===== src/rtl/sinegen_pkg.sv =====
package sinegen_pkg;

  localparam int unsigned SAMPLE_W = 8;
  localparam int unsigned STEP_W   = 4;
  localparam int unsigned ADDR_W   = 12;

  // One sine cycle of 2**STEP_W points, built by quarter-wave symmetry.
  // Magnitude above mid-scale for quarter positions 0..4.
  function automatic logic [SAMPLE_W-1:0] sine_at(input logic [STEP_W-1:0] k);
    logic [2:0] pos;
    logic [6:0] mag;
    pos = k[2] ? (3'd4 - {1'b0, k[1:0]}) : {1'b0, k[1:0]};
    if (k[2:0] == 3'd4) pos = 3'd4;
    case (pos)
      3'd0:    mag = 7'd0;
      3'd1:    mag = 7'd48;
      3'd2:    mag = 7'd90;
      3'd3:    mag = 7'd117;
      default: mag = 7'd127;
    endcase
    if (!k[3])          sine_at = 8'd128 + {1'b0, mag};
    else if (pos == 0)  sine_at = 8'd128;
    else                sine_at = 8'd127 - {1'b0, mag};
  endfunction

endpackage


===== src/rtl/sinegen_counter.sv =====
module sinegen_counter #(
  parameter int unsigned WIDTH = 4
) (
  input  logic             clk,
  input  logic             clr_n,
  input  logic             en,
  output logic [WIDTH-1:0] q,
  output logic             carry
);

  // toggle enables, serial AND chain from the enable upward
  logic [WIDTH-1:0] tog;

  assign tog[0] = en;

  genvar i;
  generate
    for (i = 1; i < WIDTH; i++) begin : g_chain
      assign tog[i] = tog[i-1] & q[i-1];
    end
    for (i = 0; i < WIDTH; i++) begin : g_bit
      always_ff @(posedge clk or negedge clr_n) begin
        if (!clr_n)      q[i] <= 1'b0;
        else if (tog[i]) q[i] <= ~q[i];
      end
    end
  endgenerate

  assign carry = tog[WIDTH-1] & q[WIDTH-1];


  step_chk: assert property (@(posedge clk) disable iff (!clr_n)
    en |=> q == WIDTH'($past(q) + 1'b1));


  hold_chk: assert property (@(posedge clk) disable iff (!clr_n)
    !en |=> $stable(q));

endmodule


===== src/rtl/sinegen_table.sv =====
module sinegen_table
  import sinegen_pkg::*;
#(
  parameter int unsigned AW   = ADDR_W,
  parameter int unsigned LW   = STEP_W,
  parameter logic [SAMPLE_W-1:0] FILL = '0
) (
  input  logic [AW-1:0]       addr,
  output logic [SAMPLE_W-1:0] data
);

  // Only the topmost 2**LW words carry the waveform
  logic in_window;
  assign in_window = &addr[AW-1:LW];

  always_comb begin
    if (in_window) data = sine_at(addr[LW-1:0]);
    else           data = FILL;
  end

endmodule


===== src/rtl/sinegen_top.sv =====
module sinegen_top
  import sinegen_pkg::*;
(
  input  logic                clk,
  input  logic                clr_n,
  input  logic                en,
  output logic [SAMPLE_W-1:0] sample,
  output logic [STEP_W-1:0]   count,
  output logic                carry
);

  localparam int unsigned HI_W = ADDR_W - STEP_W;

  logic [ADDR_W-1:0] addr;

  sinegen_counter #(.WIDTH(STEP_W)) u_cnt (
    .clk   (clk),
    .clr_n (clr_n),
    .en    (en),
    .q     (count),
    .carry (carry)
  );

  assign addr = {{HI_W{1'b1}}, count};

  sinegen_table #(.AW(ADDR_W), .LW(STEP_W)) u_tab (
    .addr (addr),
    .data (sample)
  );


  wrap_chk: assert property (@(posedge clk) disable iff (!clr_n)
    carry |=> count == '0);


  carry_idle_chk: assert property (@(posedge clk) disable iff (!clr_n)
    !en |-> !carry);


  peak_chk: assert property (@(posedge clk) disable iff (!clr_n)
    (count == STEP_W'(4)) |-> sample == 8'd255);


  sample_hold_chk: assert property (@(posedge clk) disable iff (!clr_n)
    !en |=> $stable(sample));

endmodule


===== config.mk =====
export PLATFORM = sky130hd
export DESIGN_NAME = sinegen_top
export DESIGN_NICKNAME = d
export VERILOG_FILES = /design/src/rtl/sinegen_pkg.sv /design/src/rtl/sinegen_counter.sv /design/src/rtl/sinegen_table.sv /design/src/rtl/sinegen_top.sv
export SDC_FILE = /design/constraint.sdc
export NUM_CORES = 1
export LEC_CHECK = 0
export BUFFER_PORTS_ARGS = -buffer_cell sky130_fd_sc_hd__buf_4
export CORE_AREA = 8 8 45 47
export DETAILED_ROUTE_END_ITERATION = 8
export DIE_AREA = 0 0 53 55
export PLACE_DENSITY_LB_ADDON = 0.1
export SLEW_MARGIN = 20
export SYNTH_ARGS = -nofsm -noshare
export SYNTH_HDL_FRONTEND = slang
export SYNTH_SLANG_ARGS = --single-unit

===== constraint.sdc =====
create_clock -name clk -period 1.9 [get_ports clk]
set_clock_uncertainty 0.2 [all_clocks]
set_input_delay 0.19 -clock clk [delete_from_list [all_inputs] [get_ports clk]]
set_output_delay 0.19 -clock clk [all_outputs]
set_load 0.05 [all_outputs]

==> results of run 1 <==
## worst max-delay path by stage
stage,start,end,depth (start not counted)
after floorplan,u_cnt.q[0]$_DFFE_PN0P_,sample[2],7
after global placement,u_cnt.q[1]$_DFFE_PN0P_,sample[6],6
after detailed placement,u_cnt.q[1]$_DFFE_PN0P_,sample[6],6
after CTS,u_cnt.q[1]$_DFFE_PN0P_,sample[2],6
after global routing,u_cnt.q[1]$_DFFE_PN0P_,sample[6],6
final,u_cnt.q[1]$_DFFE_PN0P_,sample[0],6
## logic make-up after synthesis
kind of cell,Yosys count
xor+xnor,4
fa+ha+maj,2
compound gates,8
flops,4
buf+inv,9
simple gates,12
## critical path, delay by kind of cell (launching register included)
kind | cells | cell delay [ns]
compound gates | 1 | 0.14
buf+inv | 2 | 0.23
simple gates | 2 | 0.29
fa+ha+maj | 1 | 0.26
flops | 1 | 0.38
## what timing repair did
| action | CTS | global route |
|---|---|---|
| hold buffers | 2 | 0 |
| endpoints found under the setup margin | 3 | 4 |
| endpoints found under the hold margin | 5 | 0 |
| gates cloned | 0 | 0 |
| pin swaps | 1 | 0 |
| gates resized for setup | 6 | 1 |
| buffers inserted | 2 | 0 |
## area by class of cell
| cell class | instances | area, um2 | area share [%] |
|---|---|---|---|
| tap | 16 | 20.0 | 3.08 |
| sequential | 4 | 103 | 15.8 |
| multi-input combinational | 26 | 283 | 43.5 |
| clock buffer | 4 | 26.3 | 4.05 |
| inverter | 4 | 17.5 | 2.70 |
| timing repair buffer | 24 | 200 | 30.8 |
## metrics by stage
step | std cells | setup slack (ns) | util, %
floorplan | 39 | -0.326 | -
CTS | 78 | -0.0608 | 46.7
detailed placement | 70 | 0.0719 | 40.4
global placement | 70 | 0.0958 | 40.4
finish | 78 | -0.0337 | 46.9
global route | 78 | -0.108 | 46.9
## cells in the final DEF (no fill, tap or decap)
cell type      instances
buf_4                 18
buf_6                  4
a21oi_1                3
and3_4                 3
nand2_1                3
clkbuf_4               3
inv_1                  2
o21ai_2                2
xnor2_1                2
dlygate4sd3_1          2
dfrtp_2                2
dfrtp_1                2
inv_2                  1
inv_4                  1
nand4b_4               1
nand3b_4               1
nand4_4                1
o22ai_4                1
and3_2                 1
o21ai_4                1
nand3_1                1
o21ai_1                1
nand2_2                1
xnor2_2                1
xor2_1                 1
ha_4                   1
ha_1                   1
clkbuf_1               1
## layer usage
layer,part of all wire (%),wire [um],track usage [%],up-vias
met5,0,0,0,-
met4,1.2,12,3.88,0
met3,6.0,62,2.67,2
met2,55,573,14.5,9
met1,37,388,7.66,166
li1,-,-,-,175
==> metrics.cfg, run 1 <==
[floorplan]
fp.dieH_um = 55
initial_core_util_pct = 27.3
dieWidth_um = 53
core-area_mm2 = 0.00138
io_pins = 16
row_count = 14
die_area_mm2 = 0.00292

[sta]
fmax_ghz = 0.517
finalHoldViolations = 0
rsz0062_at_grt = yes
setup_slack_ns = -0.0337
tns_ns = -0.0958
relSlewSlack_pct = 80.5
min_period_ns = 1.93
setup_viol = 3
slew_violations = 0
whs_ns = 0.0835
period_share_pct = 102
tightest_slew_ns = 0.293

[synth]
synthXorXnorAreaFrac_pct = 11.3
synth_flop_cell = dfrtp_1
synth_top_family_by_area = simple AND/OR/NAND/NOR gates
yosys_warnings = 0
synth_edf_count = 0
syn_inst = 39
synth_area_leaders = dfrtp_1 26%, ha_1 6.6%, buf_6 6.0%
yosys.area_share.simple_pct = 26.8
async_flop_share_pct = 100
synth_nets = 44
synthTopCellsByCount = 4 x dfrtp_1, 4 x inv_1, 3 x a21oi_1, 3 x nand2_1, 3 x o21ai_0
yosysTopAreaCell = dfrtp_1
seq_area_frac_synth_pct = 26.5
synth_fa_ha_area_share_pct = 6.62
muxShareOfSynthArea_pct = 0
synth.distinct_cells = 22
ys_ff_latch = 4
synth_compound_area_share_pct = 13.6
synth_area_per_cell_um2 = 9.69
yosysTopAreaCellShare_pct = 26.5
synth_area_um2 = 378

[worst_setup_path]
crit_chain = inv_2 > ha_4 > nand4b_4 > and3_4 > o21ai_4 > buf_6
crit_path_max_fanout = 3
cp.required_ns = 1.51
arrival_ns = 1.54
r2r_start = u_cnt.q[1]$_DFFE_PN0P_
start_kind = flop
crit_path_end_kind = primary output
reg2reg_to = u_cnt.q[3]$_DFFE_PN0P_
worst-r2r-setup-slack_ns = 0.55
worst_path_largest_cell_delay_ns = 0.38
cp_slowest_cell = dfrtp_2
crit_type = reg -> out
r2r_cells = 5

[worst_hold_path]
hold_path.class = in -> async

[final_layout]
largest_register = u_cnt.q
largest_reg_flops = 4
antenna_cells = 0
nFillCells = 146
top_regs = u_cnt.q: 4 flops
drive_gt1_share_pct = 69.4
area_growth_pct = 71.9
final_cell_area_um2 = 649
fin_nets = 68

[grt]
grt_usage_pct = 7.84
antenna_found_initial = 0
grt_pass1_vias = 368
grt_max_degree = 9
grt_pass1_wl_mm = 1.66
overflow = 0

[route]
wl_per_cell_um = 13.3
drtIter0Drc = 2
wirelength_mm = 1.04
drc = 0
via_count = 352
drt_pass1_iterations = 3
avgViaCountPerCell = 4.51
detail-route-antenna-nets = 0

[clocking]
ctsHtreeMaxLevel = 1
root_buffer = clkbuf_4
cts_tree = done
clkLatencyLatePin_ns = 0.24
cts-buffers-inserted = 3
cts.sink_count = 4
cts_buffer_depth = 2
clkTransAtPathRegs_ns = 0.04

[placed_design]
hpwl_um = 814
place_congestion = 0.677
port_buffers = 15
dpl_cell_area_um2 = 559

[outcome]
outcome = finished, violations left
violations = negative setup slack

[run]
maxCapViolCount = 0

Power of run 1 is not shown: default switching activity piles up to over one toggle a cycle in this logic, so the estimate is an artifact.
==> run 2, diff against run 1 <==
==> constraint.sdc (replaced) <==
create_clock -name clk -period 1.9 [get_ports clk]
set_clock_uncertainty 0.2 [all_clocks]
set_input_delay 0.095 -clock clk [delete_from_list [all_inputs] [get_ports clk]]
set_output_delay 0.095 -clock clk [all_outputs]
set_load 0.05 [all_outputs]
==> metrics.cfg, run 2 (same netlist as run 1, synthesis figures left out) <==
[grt]
grt_pass1_vias = 306
antenna_found_initial = 0
grt_pass1_wl_mm = 1.46
overflow = 0
grt_usage_pct = 7.28
grt_max_degree = 11

[clocking]
clkTransAtPathRegs_ns = 0.04
ctsHtreeMaxLevel = 1
root_buffer = clkbuf_4
cts_tree = done
cts.sink_count = 4
cts-buffers-inserted = 3
clkLatencyLatePin_ns = 0.24
cts_buffer_depth = 2

[route]
drc = 0
wl_per_cell_um = 12.5
wirelength_um = 964
drt_pass1_iterations = 1
drtIter0Drc = 0
avgViaCountPerCell = 4.45
via_count = 343
detail-route-antenna-nets = 0

[floorplan]
dieWidth_um = 53
io_pins = 16
initial_core_util_pct = 27.3
row_count = 14
fp.dieH_um = 55
core-area_mm2 = 0.00138
die_area_mm2 = 0.00292

[worst_hold_path]
hold_path.class = in -> reg
holdCritStartpoint = en

[placed_design]
port_buffers = 15
place_congestion = 0.670
hpwl_um = 720
dp_slack_ns = 0.143

[sta]
relSlewSlack_pct = 76.4
finalHoldViolations = 0
min_period_ns = 1.85
fmax_ghz = 0.540
tightest_slew_ns = 0.354
period_share_pct = 97.4
setup_viol = 0
slew_violations = 0
setup_slack_ns = 0.0485
rsz0062_at_grt = yes

[final_layout]
antenna_cells = 0
area_growth_pct = 70.2
largest_register = u_cnt.q
drive_gt1_share_pct = 68.9
fin_nets = 67
top_regs = u_cnt.q: 4 flops
largest_reg_flops = 4
layout_commonest_cell = buf_4

[worst_setup_path]
cp.required_ns = 1.60
crit_type = reg -> out
start_kind = flop
arrival_ns = 1.56
cp-startpoint = u_cnt.q[1]$_DFFE_PN0P_
crit_path_end_kind = primary output
crit_path_max_fanout = 6
r2r_start = u_cnt.q[1]$_DFFE_PN0P_

[run]
maxCapViolCount = 0

[outcome]
outcome = finished clean

## run 2: worst max-delay path, cell delays in order, from the launching register on
cell	delay, ns
dfrtp_2	0.42
inv_2	0.07
ha_4	0.16
nand4b_4	0.16
nand4_4	0.14
o22ai_4	0.19
buf_6	0.18
## run 2: through the flow
| stage | cells | setup TNS (ns) | instance area, um2 | utilization (%) | hold slack, ns |
|---|---|---|---|---|---|
| 2_1_floorplan | 39 | -0.602 | 435 | - | -0.401 |
| 3_3_place_gp | 67 | 0 | 537 | 38.8 | -0.308 |
| 3_5_place_dp | 67 | 0 | 537 | 38.8 | -0.306 |
| 4_1_cts | 76 | -0.00417 | 628 | 45.4 | 0.388 |
| 5_1_grt | 77 | -0.103 | 643 | 46.5 | 0.375 |
| 6_report | 77 | 0 | 643 | 46.5 | 0.388 |
## run 2: repair_timing
action | CTS | global route
endpoints found under the setup margin | 3 | 3
buffers inserted | 2 | 1
hold buffers | 3 | 0
endpoints found under the hold margin | 6 | 0
resized for setup | 5 | 2
pin swaps | 3 | 1
## run 2: path summary, 6_finish.rpt
| check | slack (ns) | cells past startpoint | end |
|---|---|---|---|
| min in group asynchronous | 0.57 | 3 | u_cnt.q[1]$_DFFE_PN0P_ |
| worst max register to register | 0.54 | 5 | u_cnt.q[3]$_DFFE_PN0P_ |
| worst max-delay path | 0.05 | 6 | sample[6] |
| max in group asynchronous | 0.73 | 3 | u_cnt.q[0]$_DFFE_PN0P_ |
| worst min register to register | 0.46 | 1 | u_cnt.q[3]$_DFFE_PN0P_ |
| worst min-delay path | 0.39 | 3 | u_cnt.q[0]$_DFFE_PN0P_ |
## run 2: area by class of cell
cell class / count / area (um2)
fill: 143 / 741
multi-input combinational: 26 / 285
timing repair buffer: 23 / 191
sequential: 4 / 103
clock buffer: 4 / 26.3
tap: 16 / 20.0
inverter: 4 / 17.5
## run 2: layer usage
metal  track usage [%]  routed length [um]  vias up
li1                  -                   -      175
met1              7.49                 357      157
met2              10.9                 521       11
met3              4.28                  86        0
met4              5.17                   0        0
met5                 0                   0        -
Power of run 2 is left out for the same reason.
